`src/rtl/sdt_pkg.sv`:
```
package sdt_pkg;

  typedef enum logic [3:0] {
    CMD_DESEL, CMD_NOP, CMD_ACT, CMD_READ, CMD_WRITE,
    CMD_PRE, CMD_REF, CMD_MRS, CMD_TBST
  } sdt_cmd_e;

  typedef enum logic [2:0] {
    BK_IDLE       = 3'd0,
    BK_OPENING    = 3'd1,
    BK_OPEN       = 3'd2,
    BK_BURST      = 3'd3,
    BK_CLOSING    = 3'd4,
    BK_AP_BURST   = 3'd5,
    BK_AP_CLOSING = 3'd6
  } bank_st_e;

  typedef enum logic [1:0] {
    GL_RUN, GL_REFRESH, GL_SELF, GL_DOWN
  } glob_st_e;

  // Counter load for a window of 'clocks' edges, ending when the counter reads zero
  function automatic int span_load(input int clocks);
    return (clocks > 1) ? clocks - 1 : 0;
  endfunction

  function automatic int max4(input int a, input int b, input int c, input int d);
    int m;
    m = a;
    if (b > m) m = b;
    if (c > m) m = c;
    if (d > m) m = d;
    return m;
  endfunction

  function automatic sdt_cmd_e decode_cmd(input logic cs_n, input logic ras_n,
                                          input logic cas_n, input logic we_n);
    if (cs_n) return CMD_DESEL;
    case ({ras_n, cas_n, we_n})
      3'b011:  return CMD_ACT;
      3'b101:  return CMD_READ;
      3'b100:  return CMD_WRITE;
      3'b010:  return CMD_PRE;
      3'b001:  return CMD_REF;
      3'b000:  return CMD_MRS;
      3'b110:  return CMD_TBST;
      default: return CMD_NOP;
    endcase
  endfunction

endpackage

```
`src/rtl/sdt_cmd_decode.sv`:
```
module sdt_cmd_decode
  import sdt_pkg::*;
(
  input  logic     cs_n,
  input  logic     ras_n,
  input  logic     cas_n,
  input  logic     we_n,
  output sdt_cmd_e cmd,
  output logic     quiet
);
  always_comb begin
    cmd   = decode_cmd(cs_n, ras_n, cas_n, we_n);
    quiet = (cmd == CMD_DESEL) || (cmd == CMD_NOP);
  end
endmodule

```
`src/rtl/sdt_bank_fsm.sv`:
```
module sdt_bank_fsm
  import sdt_pkg::*;
#(
  parameter int CNT_W     = 4,
  parameter int T_RCD     = 3,
  parameter int T_RP      = 3,
  parameter int BURST_LEN = 4
) (
  input  logic     clk,
  input  logic     rst_n,
  input  sdt_cmd_e cmd,
  input  logic     sel,
  input  logic     a10,
  input  logic     accept,
  output bank_st_e st,
  output logic     idle_rdy,
  output logic     ap_pend,
  output logic     bad
);
  localparam logic [CNT_W-1:0] LD_RCD = CNT_W'(span_load(T_RCD));
  localparam logic [CNT_W-1:0] LD_RP  = CNT_W'(span_load(T_RP));
  localparam logic [CNT_W-1:0] LD_BL  = CNT_W'(span_load(BURST_LEN));

  logic [CNT_W-1:0] cnt, cnt_n;
  bank_st_e         st_n;
  logic             cnt_zero, rw_rdy, pre_hit;

  always_comb begin
    cnt_zero = (cnt == '0);
    idle_rdy = (st == BK_IDLE) ||
               (((st == BK_CLOSING) || (st == BK_AP_CLOSING)) && cnt_zero);
    rw_rdy   = (st == BK_OPEN) || (st == BK_BURST) ||
               ((st == BK_OPENING) && cnt_zero);
    ap_pend  = (st == BK_AP_BURST) || ((st == BK_AP_CLOSING) && !cnt_zero);
    pre_hit  = sel || a10;
    case (cmd)
      CMD_ACT:              bad = sel && !idle_rdy;
      CMD_READ, CMD_WRITE:  bad = sel && !rw_rdy;
      CMD_PRE:              bad = pre_hit && ap_pend;
      default:              bad = 1'b0;
    endcase
  end

  always_comb begin
    st_n  = st;
    cnt_n = cnt;
    // timers run on their own
    case (st)
      BK_OPENING, BK_BURST: begin
        if (cnt_zero) st_n = BK_OPEN;
        else          cnt_n = cnt - 1'b1;
      end
      BK_AP_BURST: begin
        if (cnt_zero) begin
          st_n  = BK_AP_CLOSING;
          cnt_n = LD_RP;
        end else cnt_n = cnt - 1'b1;
      end
      BK_CLOSING, BK_AP_CLOSING: begin
        if (cnt_zero) st_n = BK_IDLE;
        else          cnt_n = cnt - 1'b1;
      end
      default: ;
    endcase
    // accepted commands override the timers
    if (accept) begin
      case (cmd)
        CMD_ACT: if (sel) begin
          st_n  = BK_OPENING;
          cnt_n = LD_RCD;
        end
        CMD_READ, CMD_WRITE: if (sel) begin
          st_n  = a10 ? BK_AP_BURST : BK_BURST;
          cnt_n = LD_BL;
        end
        CMD_PRE: if (pre_hit && ((st == BK_OPENING) || (st == BK_OPEN) ||
                                 (st == BK_BURST))) begin
          st_n  = BK_CLOSING;
          cnt_n = LD_RP;
        end
        CMD_TBST: if (st == BK_BURST) st_n = BK_OPEN;
        default: ;
      endcase
    end
  end

  always_ff @(posedge clk) begin
    if (!rst_n) begin
      st  <= BK_IDLE;
      cnt <= '0;
    end else begin
      st  <= st_n;
      cnt <= cnt_n;
    end
  end
endmodule

```
`src/rtl/sdt_global_fsm.sv`:
```
module sdt_global_fsm
  import sdt_pkg::*;
#(
  parameter int CNT_W = 4,
  parameter int T_RC  = 7
) (
  input  logic     clk,
  input  logic     rst_n,
  input  logic     cke,
  input  logic     go_refresh,
  input  logic     go_self,
  input  logic     go_down,
  output logic     cke_q,
  output glob_st_e gst,
  output logic     block
);
  localparam logic [CNT_W-1:0] LD_RC = CNT_W'(span_load(T_RC));

  logic [CNT_W-1:0] cnt, cnt_n;
  glob_st_e         gst_n;
  logic             cke_rise;

  always_comb begin
    block    = (gst == GL_REFRESH) && (cnt != '0);
    cke_rise = !cke_q && cke;
    gst_n    = gst;
    cnt_n    = cnt;
    case (gst)
      GL_REFRESH: begin
        if (cnt == '0) gst_n = GL_RUN;
        else           cnt_n = cnt - 1'b1;
      end
      GL_SELF: if (cke_rise) begin
        gst_n = GL_REFRESH;
        cnt_n = LD_RC;
      end
      GL_DOWN: if (cke_rise) gst_n = GL_RUN;
      default: ;
    endcase
    if (go_refresh) begin
      gst_n = GL_REFRESH;
      cnt_n = LD_RC;
    end else if (go_self) begin
      gst_n = GL_SELF;
    end else if (go_down) begin
      gst_n = GL_DOWN;
    end
  end

  always_ff @(posedge clk) begin
    if (!rst_n) begin
      gst   <= GL_RUN;
      cnt   <= '0;
      cke_q <= 1'b1;
    end else begin
      gst   <= gst_n;
      cnt   <= cnt_n;
      cke_q <= cke;
    end
  end
endmodule

```
`src/rtl/sdt_bank_tracker.sv`:
```
module sdt_bank_tracker
  import sdt_pkg::*;
#(
  parameter int NUM_BANKS = 4,
  parameter int T_RCD     = 3,
  parameter int T_RP      = 3,
  parameter int T_RC      = 7,
  parameter int BURST_LEN = 4,
  parameter int BA_W      = $clog2(NUM_BANKS)
) (
  input  logic                   clk,
  input  logic                   rst_n,
  input  logic                   cke,
  input  logic                   cs_n,
  input  logic                   ras_n,
  input  logic                   cas_n,
  input  logic                   we_n,
  input  logic                   a10,
  input  logic [BA_W-1:0]        ba,
  output logic                   illegal_o,
  output logic [BA_W-1:0]        illegal_bank_o,
  output logic [3*NUM_BANKS-1:0] bank_state_o,
  output logic                   all_idle_o,
  output logic                   refresh_o,
  output logic                   self_refresh_o,
  output logic                   power_down_o
);
  localparam int SPAN_MAX = max4(T_RCD, T_RP, T_RC, BURST_LEN);
  localparam int CNT_W    = $clog2(SPAN_MAX + 1);

  sdt_cmd_e cmd;
  glob_st_e gst;
  logic     cmd_quiet, cke_q, glob_block;

  // named internal events, observed by the bound checker
  logic                 cmd_live, cmd_illegal, cmd_accept;
  logic                 glob_bad, idle_bad, ck_fall, needs_idle;
  logic                 go_refresh, go_self, go_down;
  logic [NUM_BANKS-1:0] bank_bad, bank_idle_rdy, bank_ap, bank_is_idle;
  logic [BA_W-1:0]      first_busy, first_bad, offender;
  bank_st_e             bank_st [NUM_BANKS];

  sdt_cmd_decode u_decode (
    .cs_n(cs_n), .ras_n(ras_n), .cas_n(cas_n), .we_n(we_n),
    .cmd(cmd), .quiet(cmd_quiet)
  );

  for (genvar b = 0; b < NUM_BANKS; b++) begin : g_bank
    logic sel;
    assign sel = (ba == BA_W'(b));
    sdt_bank_fsm #(
      .CNT_W(CNT_W), .T_RCD(T_RCD), .T_RP(T_RP), .BURST_LEN(BURST_LEN)
    ) u_bank (
      .clk(clk), .rst_n(rst_n), .cmd(cmd), .sel(sel), .a10(a10),
      .accept(cmd_accept), .st(bank_st[b]), .idle_rdy(bank_idle_rdy[b]),
      .ap_pend(bank_ap[b]), .bad(bank_bad[b])
    );
    assign bank_state_o[3*b +: 3] = bank_st[b];
    assign bank_is_idle[b]        = (bank_st[b] == BK_IDLE);
  end

  sdt_global_fsm #(.CNT_W(CNT_W), .T_RC(T_RC)) u_global (
    .clk(clk), .rst_n(rst_n), .cke(cke), .go_refresh(go_refresh),
    .go_self(go_self), .go_down(go_down), .cke_q(cke_q), .gst(gst),
    .block(glob_block)
  );

  always_comb begin
    first_busy = '0;
    first_bad  = '0;
    for (int b = NUM_BANKS - 1; b >= 0; b--) begin
      if (!bank_idle_rdy[b]) first_busy = BA_W'(b);
      if (bank_bad[b])       first_bad  = BA_W'(b);
    end
  end

  always_comb begin
    cmd_live    = cke_q;
    ck_fall     = cke_q && !cke;
    needs_idle  = (cmd == CMD_REF) || (cmd == CMD_MRS) || (cmd_quiet && ck_fall);
    glob_bad    = glob_block && (!cmd_quiet || ck_fall);
    idle_bad    = needs_idle && !(&bank_idle_rdy);
    cmd_illegal = cmd_live && (glob_bad || idle_bad || (|bank_bad));
    cmd_accept  = cmd_live && !cmd_illegal;
    offender    = glob_bad ? ba : (idle_bad ? first_busy : first_bad);
    go_refresh  = cmd_accept && (cmd == CMD_REF) && cke;
    go_self     = cmd_accept && (cmd == CMD_REF) && !cke;
    go_down     = cmd_accept && cmd_quiet && ck_fall;
  end

  always_ff @(posedge clk) begin
    if (!rst_n) begin
      illegal_o      <= 1'b0;
      illegal_bank_o <= '0;
    end else begin
      illegal_o      <= cmd_illegal;
      illegal_bank_o <= cmd_illegal ? offender : '0;
    end
  end

  assign all_idle_o     = &bank_is_idle;
  assign refresh_o      = (gst == GL_REFRESH);
  assign self_refresh_o = (gst == GL_SELF);
  assign power_down_o   = (gst == GL_DOWN);

endmodule

```
`config.mk`:
```
export PLATFORM = sky130hd
export DESIGN_NAME = sdt_bank_tracker
export DESIGN_NICKNAME = d
export VERILOG_FILES = /design/src/rtl/sdt_pkg.sv /design/src/rtl/sdt_cmd_decode.sv /design/src/rtl/sdt_bank_fsm.sv /design/src/rtl/sdt_global_fsm.sv /design/src/rtl/sdt_bank_tracker.sv
export SDC_FILE = /design/constraint.sdc
export NUM_CORES = 1
export LEC_CHECK = 0
export BUFFER_PORTS_ARGS = -buffer_cell sky130_fd_sc_hd__buf_4
export CORE_MARGIN = 2
export CORE_UTILIZATION = 54
export CTS_CLUSTER_DIAMETER = 40
export DETAILED_ROUTE_END_ITERATION = 16
export PLACE_DENSITY_LB_ADDON = 0.15
export SYNTH_ARGS = -nofsm -noshare
export SYNTH_HDL_FRONTEND = slang
export SYNTH_HIERARCHICAL = 1
export SYNTH_SLANG_ARGS = --single-unit
```
`constraint.sdc`:
```
create_clock -name clk -period 8.5 [get_ports clk]
set_input_delay 1.7 -clock clk [delete_from_list [all_inputs] [get_ports clk]]
set_output_delay 1.7 -clock clk [all_outputs]
set_load 0.03 [all_outputs]
```
Word-level counts from Yosys, hierarchy flattened
Cells that the tools add are included.
W data, S select, Z words.
{ "classes": {"n_div": 0, "mul": 0, "n_lt_le_gt_ge": 0, "n_eq_ne": 54, "addsub": 5, "n_reduce_logical": 135, "n_shift": 0, "n_mux": 102, "bitwise_logic": 1} }
{ "ops": {"columns": ["cell", "n"], "rows": [
  ["$mux W3", 60],
  ["$pmux W3 S3", 8],
  ["$pmux W3 S4", 4],
  ["$eq A3 B3 Y1 const B", 15],
  ["$logic_and A1 B1 Y1", 41],
  ["$logic_or A1 B1 Y1", 38],
  ["$eq A3 B2 Y1 const B", 10],
  ["$logic_not A3 Y1", 10],
  ["$mux W2", 15],
  ["$pmux W3 S2", 5],
  ["$pmux W4 S7", 1],
  ["$reduce_or A2 Y1", 10],
  ["$reduce_or A4 Y1", 5],
  ["$logic_not A1 Y1", 17],
  ["$eq A4 B3 Y1 const B", 4],
  ["$reduce_and A4 Y1", 4],
  ["$eq A3 B1 Y1 const B", 5],
  ["$ne A5 B1 Y1 const B", 3],
  ["$sub A3 B1 Y3 const B", 5],
  ["$ne A4 B1 Y1 const B", 3],
  ["$pmux W1 S3", 4],
  ["$eq A2 B2 Y1 const B", 4],
  ["$eq A4 B2 Y1 const B", 2],
  ["$mux W4", 2],
  ["18 further kinds", 22]
]} }
{ "word_totals": {"output_inout_bits": 19, "romBits": 0, "latch_bits": 0, "input_bits": 10, "mem_count": 0, "register_bits": 33, "ram_bits": 0} }

Logic depth before layout (Yosys ltp)
{ "depth": {"word_depth": 18, "depth_mapped": 14, "mapped_depth_nobuf": 14} }

Cells and area by module
The synthesis kept the hierarchy.
{ "by_module_without_submodules": {"columns": ["mod", "area_each_um2", "n_inst", "cells_each"], "rows": [
  ["sdt_bank_fsm", 681.9, 4, 94],
  ["sdt_bank_tracker", 379.1, 1, 46],
  ["sdt_global_fsm", 362.8, 1, 39],
  ["sdt_cmd_decode", 66.3, 1, 10]
]} }

Least setup slack after synthesis
No wires, ideal clock.
{ "synth_path": {"kind": "input -> register", "start": "input port we_n", "end": "register g_bank[0].u_bank.cnt[0]", "slack_ns": 2.517, "t_required_ns": 8.413, "arrival_ns": 5.896, "stages": 13, "setup_time_ns": 0.087, "n_path_buf": 0, "path_cell_list": "and2b_1 o31ai_1 nand3b_1 a21o_1 o31ai_1 o2bb2ai_1 nor4_4 nand4_2 inv_1 inv_1 a211o_2 a311o_1 o31ai_1"} }
{ "synth_via": {"word_cells_on_any_way": 38, "classes_between": "eq/ne: 13; mux: 8; reduce/logical: 17"} }
{ "synth_rtl": {"columns": ["item", "line", "source"], "rows": [
  ["start: declaration", "sdt_bank_tracker.sv:17", "input logic we_n,"],
  ["$eq A3 B3 Y1, or another cell as far along", "sdt_pkg.sv:39", "case ({ras_n, cas_n, we_n})"],
  ["$pmux W4 S7 *", "sdt_pkg.sv:39", null],
  ["$mux W4 *", "sdt_pkg.sv:39", null],
  ["via cmd[1]", "sdt_bank_tracker.sv:31", "sdt_cmd_e cmd;"],
  ["$eq A4 B2 Y1 / $eq A4 B3 Y1 (equally long branches)", "sdt_bank_fsm.sv:36", "case (cmd)"],
  ["$reduce_or A2 Y1", "sdt_bank_fsm.sv:36", null],
  ["$pmux W1 S3 *", "sdt_bank_fsm.sv:36", null],
  ["via bank_bad[2]", "sdt_bank_tracker.sv:39", "logic [NUM_BANKS-1:0] bank_bad, bank_idle_rdy, bank_ap, bank_is_idle;"],
  ["$reduce_or A4 Y1 *", "sdt_bank_tracker.sv:83", "cmd_illegal = cmd_live && (glob_bad || idle_bad || (|bank_bad));"],
  ["$logic_or A1 B1 Y1 *", "sdt_bank_tracker.sv:83", null],
  ["$logic_and A1 B1 Y1 *", "sdt_bank_tracker.sv:83", null],
  ["$logic_not A1 Y1 *", "sdt_bank_tracker.sv:84", "cmd_accept = cmd_live && !cmd_illegal;"],
  ["$logic_and A1 B1 Y1 *", "sdt_bank_tracker.sv:84", null],
  ["via cmd_accept", "sdt_bank_tracker.sv:36", "logic cmd_live, cmd_illegal, cmd_accept;"],
  ["$mux W3 *", "sdt_bank_fsm.sv:66", "if (accept) begin"],
  ["end signal: assignment", "sdt_bank_fsm.sv:93", "cnt <= cnt_n;"],
  ["end: declaration", "sdt_bank_fsm.sv:24", "logic [CNT_W-1:0] cnt, cnt_n;"]
]} }
The timed path passes the listed nets; every way through them passes the cells marked *.
A chain may end at the register's enable or synchronous reset.

Final worst setup path
{ "layout_path": {"start": "input port cas_n", "end": "register g_bank[1].u_bank.cnt[0]"} }
{ "layout_via": {"word_cells_on_any_way": 38, "classes_between": "eq/ne: 13; mux: 8; reduce/logical: 17"} }
{ "layout_rtl": {"columns": ["item", "line", "source"], "rows": [
  ["start: declaration", "sdt_bank_tracker.sv:16", "input logic cas_n,"],
  ["$eq A3 B3 Y1, or another cell as far along", "sdt_pkg.sv:39", null],
  ["$pmux W4 S7 *", "sdt_pkg.sv:39", null],
  ["$mux W4 *", "sdt_pkg.sv:39", null],
  ["via cmd[2]", "sdt_bank_tracker.sv:31", null],
  ["$eq A4 B2 Y1 / $eq A4 B3 Y1 (equally long branches)", "sdt_bank_fsm.sv:36", null],
  ["$reduce_or A2 Y1", "sdt_bank_fsm.sv:36", null],
  ["$pmux W1 S3 *", "sdt_bank_fsm.sv:36", null],
  ["via bank_bad[1]", "sdt_bank_tracker.sv:39", null],
  ["$reduce_or A4 Y1 *", "sdt_bank_tracker.sv:83", null],
  ["$logic_or A1 B1 Y1 *", "sdt_bank_tracker.sv:83", null],
  ["$logic_and A1 B1 Y1 *", "sdt_bank_tracker.sv:83", null],
  ["$logic_not A1 Y1 *", "sdt_bank_tracker.sv:84", null],
  ["$logic_and A1 B1 Y1 *", "sdt_bank_tracker.sv:84", null],
  ["via cmd_accept", "sdt_bank_tracker.sv:36", null],
  ["$mux W3 *", "sdt_bank_fsm.sv:66", null],
  ["end signal: assignment", "sdt_bank_fsm.sv:93", null],
  ["end: declaration", "sdt_bank_fsm.sv:24", null]
]} }
Marks and branches as above.

==> flow_metrics.env <==
export IMPL_start_util=0.5568
export IMPL_cap_violations=0
export IMPL_setup_tns_ns=0
export IMPL_fin_area_sq_um=3900
export IMPL_powerDensity_nw_per_um2=111.5
export IMPL_clock_skew_ns=0.008020
export IMPL_overflow=0
export IMPL_setup_ws_ns=2.539
export IMPL_cts_setup_buffers=0
export IMPL_crit_required_ns=8.71
export IMPL_relSlewSlack=0.3325
export IMPL_yosys_most_used_dff="dfxtp_1"
export IMPL_vias_per_cell=6.488
export IMPL_grt_pass1_wl_mm=15.64
export IMPL_htree_levels=2
export IMPL_clock_latency_ns=0.30
export IMPL_clkPwrFrac=0.275
export IMPL_cts_max_path_buffers=2
export IMPL_drt_iter0_drc=312
export IMPL_port_buffers=28
export IMPL_clock_sinks=33
export IMPL_synth_edff_count=0
export IMPL_comb_power_share=0.330
export IMPL_period_minus_slack_ns=5.961
export IMPL_dpl_worst_slack_ns=2.296
export IMPL_p_seq_frac=0.396
export IMPL_critPathKind="input pin to register"
export IMPL_total_power_mw=0.4350
export IMPL_maxSlewViolCount=0
export IMPL_nets=518
export IMPL_setup_viol=0
export IMPL_p_int_mw=0.2723
export IMPL_tightest_slew_ns=0.9921
export IMPL_routed_wl_mm=9.275
export IMPL_root_buffer="clkbuf_8"
export IMPL_async_flop_share=0
export IMPL_hold_viol=0
export IMPL_yosysTopAreaCell="dfxtp_1"
export IMPL_syn_to_final_growth_pct=10.30
export IMPL_synth_distinct_cells=70
export IMPL_dieArea_sq_um=7211
export IMPL_place_congestion=0.8736
export IMPL_min_delay_start="u_global/cnt[0]"
export IMPL_ctsHoldBuffers=0
export IMPL_cts_tree="yes"
export IMPL_startpoint_type="input pin"
export IMPL_grt_pass1_vias=3343
export IMPL_antennaDiodeCount=0
export IMPL_switching_share=0.3739
export IMPL_critPathMaxFanout=28
export IMPL_highest_layer="met4"
export IMPL_final_cells=572
export IMPL_io_pins=29
export IMPL_fin_crit_sh=0.7013
export IMPL_antenna_found_initial=0
export IMPL_netlist_area_sq_um=3536
export IMPL_min_to="u_global/cnt[0]"
export IMPL_p_leak_nw=1.439
export IMPL_yosysWarnings=6
export IMPL_hp_class="register to register"
export IMPL_ys_ff_latch=33
export IMPL_cts_buffers=5
export IMPL_whs_path_depth=2
export IMPL_rrSetupSlack_ns=4.86
export IMPL_drc=0
export IMPL_r2r_end="g_bank[1].u_bank/cnt[0]"
export IMPL_path_clk_slew_ns=0.07
export IMPL_track_usage=0.2575
export IMPL_yosysSeqAreaShare=0.1868
export IMPL_arrival_ns=6.18
export IMPL_max_freq_mhz=167.8
export IMPL_vdd_drop_max_mv=0.08102
export IMPL_dpl_hpwl_mm=6.593
export IMPL_placedInstanceArea_sq_um=3817
export IMPL_outcome="finished clean"
export IMPL_syn_area_per_cell_sq_um=7.507
export IMPL_crit_chain="buf_4 -> maj3_1 -> nor2_1 -> buf_4 -> or3b_4 -> a21o_1 -> o31ai_1 -> o2bb2ai_1 -> nor4_4 -> nand4_2 -> inv_1 -> inv_1 -> a211o_2 -> a311o_1 -> o31ai_1"
export IMPL_grt_start_max_net_pins=29
export IMPL_critPathCaptureType="register"
export IMPL_yosys_top_cells_area="dfxtp_1 19%, ha_1 5.0%, inv_1 4.8%, nor2_1 3.7%, a21oi_1 3.3%"
export IMPL_ant_nets=0
export IMPL_dieWidth_microns=84.92
export IMPL_power_switching_mw=0.1626
export IMPL_fp_dieH_microns=84.92
export IMPL_layout_drive_gt1_share=0.1475
export IMPL_cts_resized=0
export IMPL_netlist_area_leader_share=0.1868
export IMPL_synth_commonest_cells="45 x inv_1, 35 x nor2_1, 33 x dfxtp_1"
export IMPL_reg2regPathDepth=11
export IMPL_crit_reg2reg_launch="g_bank[2].u_bank/st[2]"
export IMPL_num_vias=3711
export IMPL_syn_nets=495
export IMPL_first_pass_iters=5
export IMPL_final_util=0.6142
export IMPL_yosysMostFrequentCell="inv_1"
export IMPL_cp_slowest_cell="nor2_1"
export IMPL_wl_met2_mm=4.427
export IMPL_slowest_delay_ns=0.63
export IMPL_drt_met1_wl_mm=4.296
export IMPL_detail_route_wl_per_cell_microns=16.22
export IMPL_whs_ns=0.4941
export IMPL_fp_row_count=29
export IMPL_dp_cells=564
export IMPL_core_area_sq_um=6350
export IMPL_rsz0062_at_grt="false"
export IMPL_syn_inst=471
export IMPL_route_met3_wl_microns=466
-- metal layers --
| metal | track usage | up-vias |
|---|---|---|
| met1 | 0.3496 | 1762 |
| met3 | 0.04669 | 12 |
| li1 | - | 1815 |
| met5 | 0 | - |
| met2 | 0.4259 | 122 |
| met4 | 0.06061 | 0 |
-- final cells by class --
| class | count | area (sq um) |
|---|---|---|
| clock buffer | 6 | 72.57 |
| clock inverter | 2 | 10.01 |
| fill | 603 | 2450 |
| inverter | 49 | 183.9 |
| multi-input combinational | 373 | 2636 |
| sequential | 33 | 660.6 |
| tap | 77 | 96.34 |
| timing repair buffer | 32 | 240.2 |
-- sequential cells by signal (all words and copies together), names as in the netlist --
signal	cells
illegal_bank_o	2
u_global/cke_q	1
g_bank.u_bank/st	12
illegal_o	1
u_global/cnt	3
u_global/gst	2
g_bank.u_bank/cnt	12
-- power by group through the flow --
stage               combinational [mW]  sequential (mW)  clock (mW)
detailed placement               0.141            0.176           0
CTS                              0.142            0.172       0.124
finish                           0.143            0.172       0.119
global route                     0.158            0.174       0.130
global placement                 0.137            0.175           0
floorplan                        0.103            0.174           0
-- cell usage in the layout, fill, tap and decap left out, types with 6 or more instances in the layout --
| cell type | n |
|---|---|
| nand2b_1 | 14 |
| nor2b_1 | 14 |
| nand3b_1 | 11 |
| nand4_1 | 9 |
| a21o_1 | 8 |
| o2bb2ai_1 | 8 |
| inv_1 | 45 |
| buf_4 | 32 |
| and2_1 | 6 |
| o31ai_1 | 8 |
| dfxtp_1 | 33 |
| a21oi_1 | 23 |
| nor2_1 | 35 |
| o21ai_1 | 12 |
| a31oi_1 | 8 |
| nor3_1 | 10 |
| o21ai_0 | 17 |
| and3_1 | 13 |
| a211oi_1 | 8 |
| o22ai_1 | 10 |
| nand2_1 | 18 |
| ha_1 | 14 |
-- critical path: cells and delay by family --
kind / cells / cell delay (ns)
simple gates: 4 / 1.52
compound gates: 6 / 1.39
buf+inv: 4 / 1.21
fa+ha+maj: 1 / 0.35
-- logic make-up after synthesis --
| family | count (synthesis) | share of synthesized area |
|---|---|---|
| and+or+nand+nor | 187 | 0.3337 |
| AOI/OAI and AO/OA | 167 | 0.3440 |
| adders and majority gates | 19 | 0.06370 |
| DFF | 33 | 0.1868 |
| buffers and inverters | 65 | 0.07183 |
-- how the worst max path moves through the flow --
stage | from | to | slack, ns | depth (start not counted)
after floorplan | we_n | g_bank[0].u_bank/cnt[0] | 2.52 | 13
after global placement | cas_n | g_bank[0].u_bank/cnt[0] | 2.45 | 15
after detailed placement | cas_n | g_bank[1].u_bank/cnt[0] | 2.30 | 15
after CTS | cas_n | g_bank[1].u_bank/cnt[0] | 2.60 | 15
after global routing | cas_n | g_bank[2].u_bank/cnt[0] | 2.16 | 15
final | cas_n | g_bank[1].u_bank/cnt[0] | 2.54 | 15
Note: power is estimated with default switching activity, not from simulation.
